[src/rtl/trace_enc_pkg.sv]
package trace_enc_pkg;
  typedef enum logic [3:0] {
    ST_CONT   = 4'h0,
    ST_INSN   = 4'h1,
    ST_USER   = 4'h3,
    ST_PULSE  = 4'h4,
    ST_BRANCH = 4'h5,
    ST_RTE    = 4'h7,
    ST_XFER   = 4'h8,
    ST_EXC    = 4'hC,
    ST_DBG    = 4'hD,
    ST_STOP   = 4'hE,
    ST_HALT   = 4'hF
  } status_e;

  typedef struct packed {
    logic halt;
    logic stop;
    logic dbg;
    logic exc;
    logic branch;
    logic pulse;
    logic rte;
    logic user;
    logic insn;
  } events_t;
endpackage

[src/rtl/trace_op_fifo.sv]
module trace_op_fifo #(
  parameter int W     = 34,
  parameter int DEPTH = 2
) (
  input  logic         clk_i,
  input  logic         rst_ni,
  input  logic         flush_i,
  input  logic         push_i,
  input  logic [W-1:0] din_i,
  input  logic         pop_i,
  output logic [W-1:0] dout_o,
  output logic         empty_o,
  output logic         full_o
);
  localparam int PTR_W = (DEPTH > 1) ? $clog2(DEPTH) : 1;
  localparam int CNT_W = $clog2(DEPTH + 1);

  logic [W-1:0]     mem [DEPTH];
  logic [PTR_W-1:0] wr_ptr, rd_ptr;
  logic [CNT_W-1:0] cnt;
  logic             do_push, do_pop;

  assign empty_o = (cnt == '0);
  assign full_o  = (cnt == CNT_W'(DEPTH));
  assign do_push = push_i && !full_o;
  assign do_pop  = pop_i && !empty_o;
  assign dout_o  = mem[rd_ptr];

  function automatic logic [PTR_W-1:0] nxt(input logic [PTR_W-1:0] p);
    return (p == PTR_W'(DEPTH - 1)) ? '0 : p + 1'b1;
  endfunction

  always_ff @(posedge clk_i) begin
    if (do_push) mem[wr_ptr] <= din_i;
  end

  always_ff @(posedge clk_i or negedge rst_ni) begin
    if (!rst_ni) begin
      wr_ptr <= '0;
      rd_ptr <= '0;
      cnt    <= '0;
    end else if (flush_i) begin
      wr_ptr <= '0;
      rd_ptr <= '0;
      cnt    <= '0;
    end else begin
      if (do_push) wr_ptr <= nxt(wr_ptr);
      if (do_pop)  rd_ptr <= nxt(rd_ptr);
      cnt <= cnt + CNT_W'(do_push) - CNT_W'(do_pop);
    end
  end
endmodule

[src/rtl/trace_nib_ser.sv]
module trace_nib_ser #(
  parameter int OP_BYTES = 4
) (
  input  logic                      clk_i,
  input  logic                      rst_ni,
  input  logic                      flush_i,
  input  logic                      load_i,
  input  logic [8*OP_BYTES-1:0]     data_i,
  input  logic [$clog2(OP_BYTES)-1:0] size_i,
  output logic [3:0]                nib_o,
  output logic                      free_o
);
  localparam int DW    = 8 * OP_BYTES;
  localparam int SZ_W  = $clog2(OP_BYTES);
  localparam int CNT_W = $clog2(2 * OP_BYTES + 1);

  logic [DW-1:0]    sh;
  logic [CNT_W-1:0] cnt;

  // free when idle or on the last nibble: lets the next operand follow without a gap
  assign free_o = (cnt <= CNT_W'(1));

  always_ff @(posedge clk_i or negedge rst_ni) begin
    if (!rst_ni) begin
      sh    <= '0;
      cnt   <= '0;
      nib_o <= '0;
    end else if (flush_i) begin
      sh    <= '0;
      cnt   <= '0;
      nib_o <= '0;
    end else begin
      nib_o <= (cnt != '0) ? sh[3:0] : 4'h0;
      if (load_i) begin
        sh  <= data_i;
        cnt <= CNT_W'({1'b0, size_i, 1'b0}) + CNT_W'(2);
      end else if (cnt != '0) begin
        sh  <= sh >> 4;
        cnt <= cnt - 1'b1;
      end
    end
  end

  if (SZ_W > CNT_W) begin : g_bad_size
    $error("size field wider than nibble counter");
  end
endmodule

[src/rtl/trace_prio_enc.sv]
module trace_prio_enc
  import trace_enc_pkg::*;
#(
  parameter int SZ_W = 2
) (
  input  events_t          ev_i,
  input  logic             xfer_req_i,
  input  logic [SZ_W-1:0]  xfer_size_i,
  output logic [3:0]       code_o,
  output logic             xfer_grant_o
);
  always_comb begin
    xfer_grant_o = 1'b0;
    code_o       = 4'(ST_CONT);
    if      (ev_i.halt)   code_o = 4'(ST_HALT);
    else if (ev_i.stop)   code_o = 4'(ST_STOP);
    else if (ev_i.dbg)    code_o = 4'(ST_DBG);
    else if (ev_i.exc)    code_o = 4'(ST_EXC);
    else if (xfer_req_i) begin
      xfer_grant_o = 1'b1;
      code_o       = 4'(ST_XFER) | 4'(xfer_size_i);
    end
    else if (ev_i.branch) code_o = 4'(ST_BRANCH);
    else if (ev_i.pulse)  code_o = 4'(ST_PULSE);
    else if (ev_i.rte)    code_o = 4'(ST_RTE);
    else if (ev_i.user)   code_o = 4'(ST_USER);
    else if (ev_i.insn)   code_o = 4'(ST_INSN);
  end
endmodule

[src/rtl/trace_status_enc.sv]
module trace_status_enc
  import trace_enc_pkg::*;
#(
  parameter int OP_BYTES = 4,
  parameter int DEPTH    = 2
) (
  input  logic                      clk_i,
  input  logic                      rst_ni,
  input  logic                      disable_i,
  input  logic                      ev_halt_i,
  input  logic                      ev_stop_i,
  input  logic                      ev_dbg_i,
  input  logic                      ev_exc_i,
  input  logic                      ev_branch_i,
  input  logic                      ev_pulse_i,
  input  logic                      ev_rte_i,
  input  logic                      ev_user_i,
  input  logic                      ev_insn_i,
  input  logic                      op_valid_i,
  input  logic [8*OP_BYTES-1:0]     op_data_i,
  input  logic [$clog2(OP_BYTES)-1:0] op_size_i,
  output logic                      stall_o,
  output logic [3:0]                status_o,
  output logic [3:0]                data_o,
  output logic                      sclk_o
);
  localparam int DW   = 8 * OP_BYTES;
  localparam int SZ_W = $clog2(OP_BYTES);
  localparam int FW   = SZ_W + DW;

  events_t       ev;
  logic [FW-1:0] q_head;
  logic          q_empty, q_full, ser_free, grant;
  logic [3:0]    code, status_q;
  logic          en_q;

  assign ev = '{halt: ev_halt_i, stop: ev_stop_i, dbg: ev_dbg_i, exc: ev_exc_i,
                branch: ev_branch_i, pulse: ev_pulse_i, rte: ev_rte_i,
                user: ev_user_i, insn: ev_insn_i};

  trace_op_fifo #(.W(FW), .DEPTH(DEPTH)) i_fifo (
    .clk_i   (clk_i),
    .rst_ni  (rst_ni),
    .flush_i (disable_i),
    .push_i  (op_valid_i),
    .din_i   ({op_size_i, op_data_i}),
    .pop_i   (grant),
    .dout_o  (q_head),
    .empty_o (q_empty),
    .full_o  (q_full)
  );

  trace_prio_enc #(.SZ_W(SZ_W)) i_prio (
    .ev_i         (ev),
    .xfer_req_i   (!q_empty && ser_free),
    .xfer_size_i  (q_head[FW-1 -: SZ_W]),
    .code_o       (code),
    .xfer_grant_o (grant)
  );

  trace_nib_ser #(.OP_BYTES(OP_BYTES)) i_ser (
    .clk_i   (clk_i),
    .rst_ni  (rst_ni),
    .flush_i (disable_i),
    .load_i  (grant),
    .data_i  (q_head[DW-1:0]),
    .size_i  (q_head[FW-1 -: SZ_W]),
    .nib_o   (data_o),
    .free_o  (ser_free)
  );

  always_ff @(posedge clk_i or negedge rst_ni) begin
    if (!rst_ni) begin
      status_q <= 4'h0;
      en_q     <= 1'b0;
    end else begin
      status_q <= disable_i ? 4'h0 : code;
      en_q     <= !disable_i;
    end
  end

  assign status_o = status_q;
  assign stall_o  = q_full;
  // en_q changes at the rising edge while ~clk_i is low: no glitch on the gated clock
  assign sclk_o   = ~clk_i & en_q;
endmodule

[config.mk]
export PLATFORM = sky130hd
export DESIGN_NAME = trace_status_enc
export DESIGN_NICKNAME = d
export VERILOG_FILES = /design/src/rtl/trace_enc_pkg.sv /design/src/rtl/trace_op_fifo.sv /design/src/rtl/trace_nib_ser.sv /design/src/rtl/trace_prio_enc.sv /design/src/rtl/trace_status_enc.sv
export SDC_FILE = /design/constraint.sdc
export NUM_CORES = 1
export LEC_CHECK = 0
export BUFFER_PORTS_ARGS = -buffer_cell sky130_fd_sc_hd__buf_2
export CAP_MARGIN = 0
export CORE_UTILIZATION = 52
export CTS_BUF_LIST = sky130_fd_sc_hd__clkbuf_16
export DETAILED_ROUTE_END_ITERATION = 8
export HOLD_SLACK_MARGIN = 0.12
export PLACE_DENSITY = 0.75
export SLEW_MARGIN = 40
export SYNTH_ARGS = -nofsm -noshare
export SYNTH_HDL_FRONTEND = slang
export SYNTH_SLANG_ARGS = --single-unit
[constraint.sdc]
create_clock -name clk_i -period 2.6 [get_ports clk_i]
set_input_delay 0 -clock clk_i [delete_from_list [all_inputs] [get_ports clk_i]]
set_output_delay 0 -clock clk_i [all_outputs]
set_load 0.05 [all_outputs]
==> run_results.csv <==
group,metric,value,unit
setup_path,path_cells,"dlygate4sd3_1 > buf_2 > nor4_4 > dlygate4sd3_1 > o2111ai_4 > inv_2 > ha_1 > inv_1 > ha_1 > xnor2_1 > nor2_1",
routing,vias,3129,
grt,met3_usage,0.06586,
sta,max_freq,445.3,MHz
hold_path,whs_path_depth,2,
placed_design,port_buffers,56,
clocking,cts_tree,"yes",
job,drv_cap,0,
status,outcome,"complete, but fails checks",
setup_path,critPathArrivalTime,2.64,ns
sta,period_minus_slack,2.246,ns
setup_path,cp.required,2.99,ns
routing,drc,3,
setup_path,cpMaxStageDelayCell,"dlygate4sd3_1",
grt,grt-ovfl-total,0,
synth,ys_ff_latch,117,
grt,gr-usage-met1,0.2314,
sta,finalCritPeriodShare,0.8637,
synth,syn_inst,337,
synth,syn_nets,390,
floorplanning,rows,34,
setup_path,reg2regPathDepth,6,
sta,worst_pin_slew,0.7337,ns
hold_path,worstHoldPathType,"input pin to flip-flop",
final_layout,final_cell_mix,"edfxtp_1 (68), buf_2 (57), dlygate4sd3_1 (50)",
sta,grt_setup_unrepaired,"no",
synth,synth_edf_count,68,
grt,gr-usage-met2,0.3846,
synth,async_reset_ff_frac,0.4188,
final_layout,final_net_count,506,
synth,yosysUniqueCellTypes,35,
routing,drtIter0Drc,193,
setup_path,cp_max_fo,12,
floorplanning,dieWidth,98.33,µm
grt,grt_use_total,0.2164,
grt,grt-busiest-layer,"met2",
grt,grt_max_degree,62,
sta,finalHoldViolations,0,
grt,grt_pass1_vias,3362,
synth,syn_area,4825,µm²
synth,avgSynthCellArea,14.32,µm²
floorplanning,io_pins,57,
sta,finalMaxSlewViolations,0,
routing,drt_wl_total,9410,µm
floorplanning,die_h,98.33,µm
clocking,cts_resized,0,
status,violations,"design-rule violations",
synth,yosysSeqAreaShare,0.6774,
final_layout,utilization,0.7234,
final_layout,final_common_cell,"edfxtp_1",
final_layout,areaGrowthSynthToFinish,32.68,%
placed_design,place_congestion,0.7924,
grt,grt_antenna_before_repair,0,
power,peakVddDrop,0.5647,mV
power,cellLeakagePower,2.645,nW
routing,dr.pass1.iters,9,
setup_path,end_kind,"flip-flop",
final_layout,num_antenna_cells,0,
clocking,cts.clk_slew.worst_paths,0.05,ns
setup_path,cp-start-kind,"input pin",
final_layout,drive_gt1_frac,0.2940,
floorplanning,coreArea,8848,µm²
clocking,clk_latency,0.52,ns
sta,max_slew_margin,0.5104,
sta,finalClockSkew,0.006470,ns
placed_design,dp_hpwl,5545,µm
routing,vias_per_cell,5.451,
routing,postRouteAntennaNets,0,
synth,yosysWarnings,0,
setup_path,slowest_delay,0.69,ns
sta,setup_viol,0,
grt,grt_pass1_wl,15480,µm
floorplanning,die_area,9668,µm²
routing,wl_per_cell,16.39,µm
power,powerDensity,901.2,nW/µm²
sta,setup_tns,0,ns
setup_path,critPathKind,"input pin to flip-flop",
floorplanning,start_util,0.5452,
synth,ys.flop_type,"edfxtp_1",
## per-stage QoR
step	std cells	total power (W)	hold WS (ns)	worst slack [ns]	cell area [µm²]
after floorplan	337	0.003035	-0.2956	0.1581	4825
after global placement	488	0.003282	0.0005297	0.7544	5255
after detailed placement	488	0.003307	0.01229	0.6278	5255
after CTS	574	0.005808	0.1890	0.3855	6406
after global routing	574	0.005994	0.1934	0.1778	6401
final	574	0.005768	0.1974	0.3545	6401
## flip-flops by register name, indices dropped and copies added (netlist names)
| signal | flops |
|---|---|
| i_fifo.wr_ptr | 1 |
| i_fifo.cnt | 2 |
| i_fifo.mem | 68 |
| status_o | 4 |
| i_ser.cnt | 4 |
| i_fifo.rd_ptr | 1 |
| en_q | 1 |
| i_ser.nib_o | 4 |
| i_ser.sh | 32 |
## cells by family (layout without fill, tap and decap cells)
kind of cell	Yosys count	in the layout	synth area share
flip-flops	117	117	0.6774
AO/OA/AOI/OAI	77	77	0.08636
buffers and inverters	30	159	0.02827
adder cells (fa/ha/maj)	6	6	0.01556
AND/OR/NAND/NOR	39	39	0.04435
XOR/XNOR	6	6	0.01089
multiplexers	62	62	0.1372
## Yosys cell counts, types with 2 or more instances
library cell / n / area, µm²
xnor2_1: 4 / 35.03
edfxtp_1: 68 / 2042
nor2_1: 8 / 30.03
dfrtp_1: 49 / 1226
clkbuf_1: 12 / 45.04
or3_1: 3 / 18.77
mux2_2: 33 / 371.6
and2_1: 4 / 25.02
inv_1: 9 / 33.78
ha_1: 6 / 75.07
a21oi_1: 38 / 190.2
buf_4: 3 / 22.52
o21ai_0: 31 / 155.2
mux2i_1: 29 / 290.3
nand2_1: 7 / 26.28
a211oi_1: 2 / 15.01
xor2_1: 2 / 17.52
nand3_1: 4 / 20.02
nor2b_1: 4 / 25.02
buf_2: 4 / 20.02
nor3_1: 3 / 15.01
## critical path: cells and delay by family
| kind | cells | cell delay (ns) |
|---|---|---|
| buffers and inverters | 5 | 1.65 |
| adder cells (fa/ha/maj) | 2 | 0.43 |
| AND/OR/NAND/NOR | 2 | 0.31 |
| AO/OA/AOI/OAI | 1 | 0.14 |
| XOR/XNOR | 1 | 0.12 |
## path summary, 6_finish.rpt
check	to	slack (ns)	startpoint
setup / recovery	i_fifo.cnt[1]$_DFF_PN0_	0.35	ev_exc_i
max in group asynchronous	i_ser.sh[20]$_DFFE_PN0P_	1.60	rst_ni
hold / removal	i_fifo.mem[1][13]$_DFFE_PP_	0.20	op_data_i[13]
setup reg to reg	status_o[0]$_DFF_PN0_	0.39	i_ser.cnt[0]$_DFFE_PN0P_
min in group asynchronous	i_ser.nib_o[1]$_DFF_PN0_	0.57	rst_ni
hold reg to reg	i_ser.nib_o[1]$_DFF_PN0_	0.47	i_ser.sh[1]$_DFFE_PN0P_
## repair_timing
action                    CTS  global route
hold endpoints to repair  149             0
hold buffers               51             0
setup buffers               0             0
## layer usage
metal,up-vias,routed length [µm]
met1,1538,3759
li1,1493,-
met2,78,5096
met5,-,0
met4,0,178
met3,20,376
## where the power goes
part | internal (W) | switching [W]
clock | 0.00160 | 0.000874
sequential | 0.00216 | 0.0000679
combinational | 0.000486 | 0.000583
## final cells by class
type / count / area (µm²)
clock buffers: 21 / 505.5
repair buffers: 113 / 870.8
multi-input cells: 190 / 1444
clock inverters: 15 / 140.1
fillers: 586 / 2447
flip-flops and latches: 117 / 3268
inverters: 10 / 37.54
well taps: 108 / 135.1
Note: power is estimated with default switching activity, not from simulation.
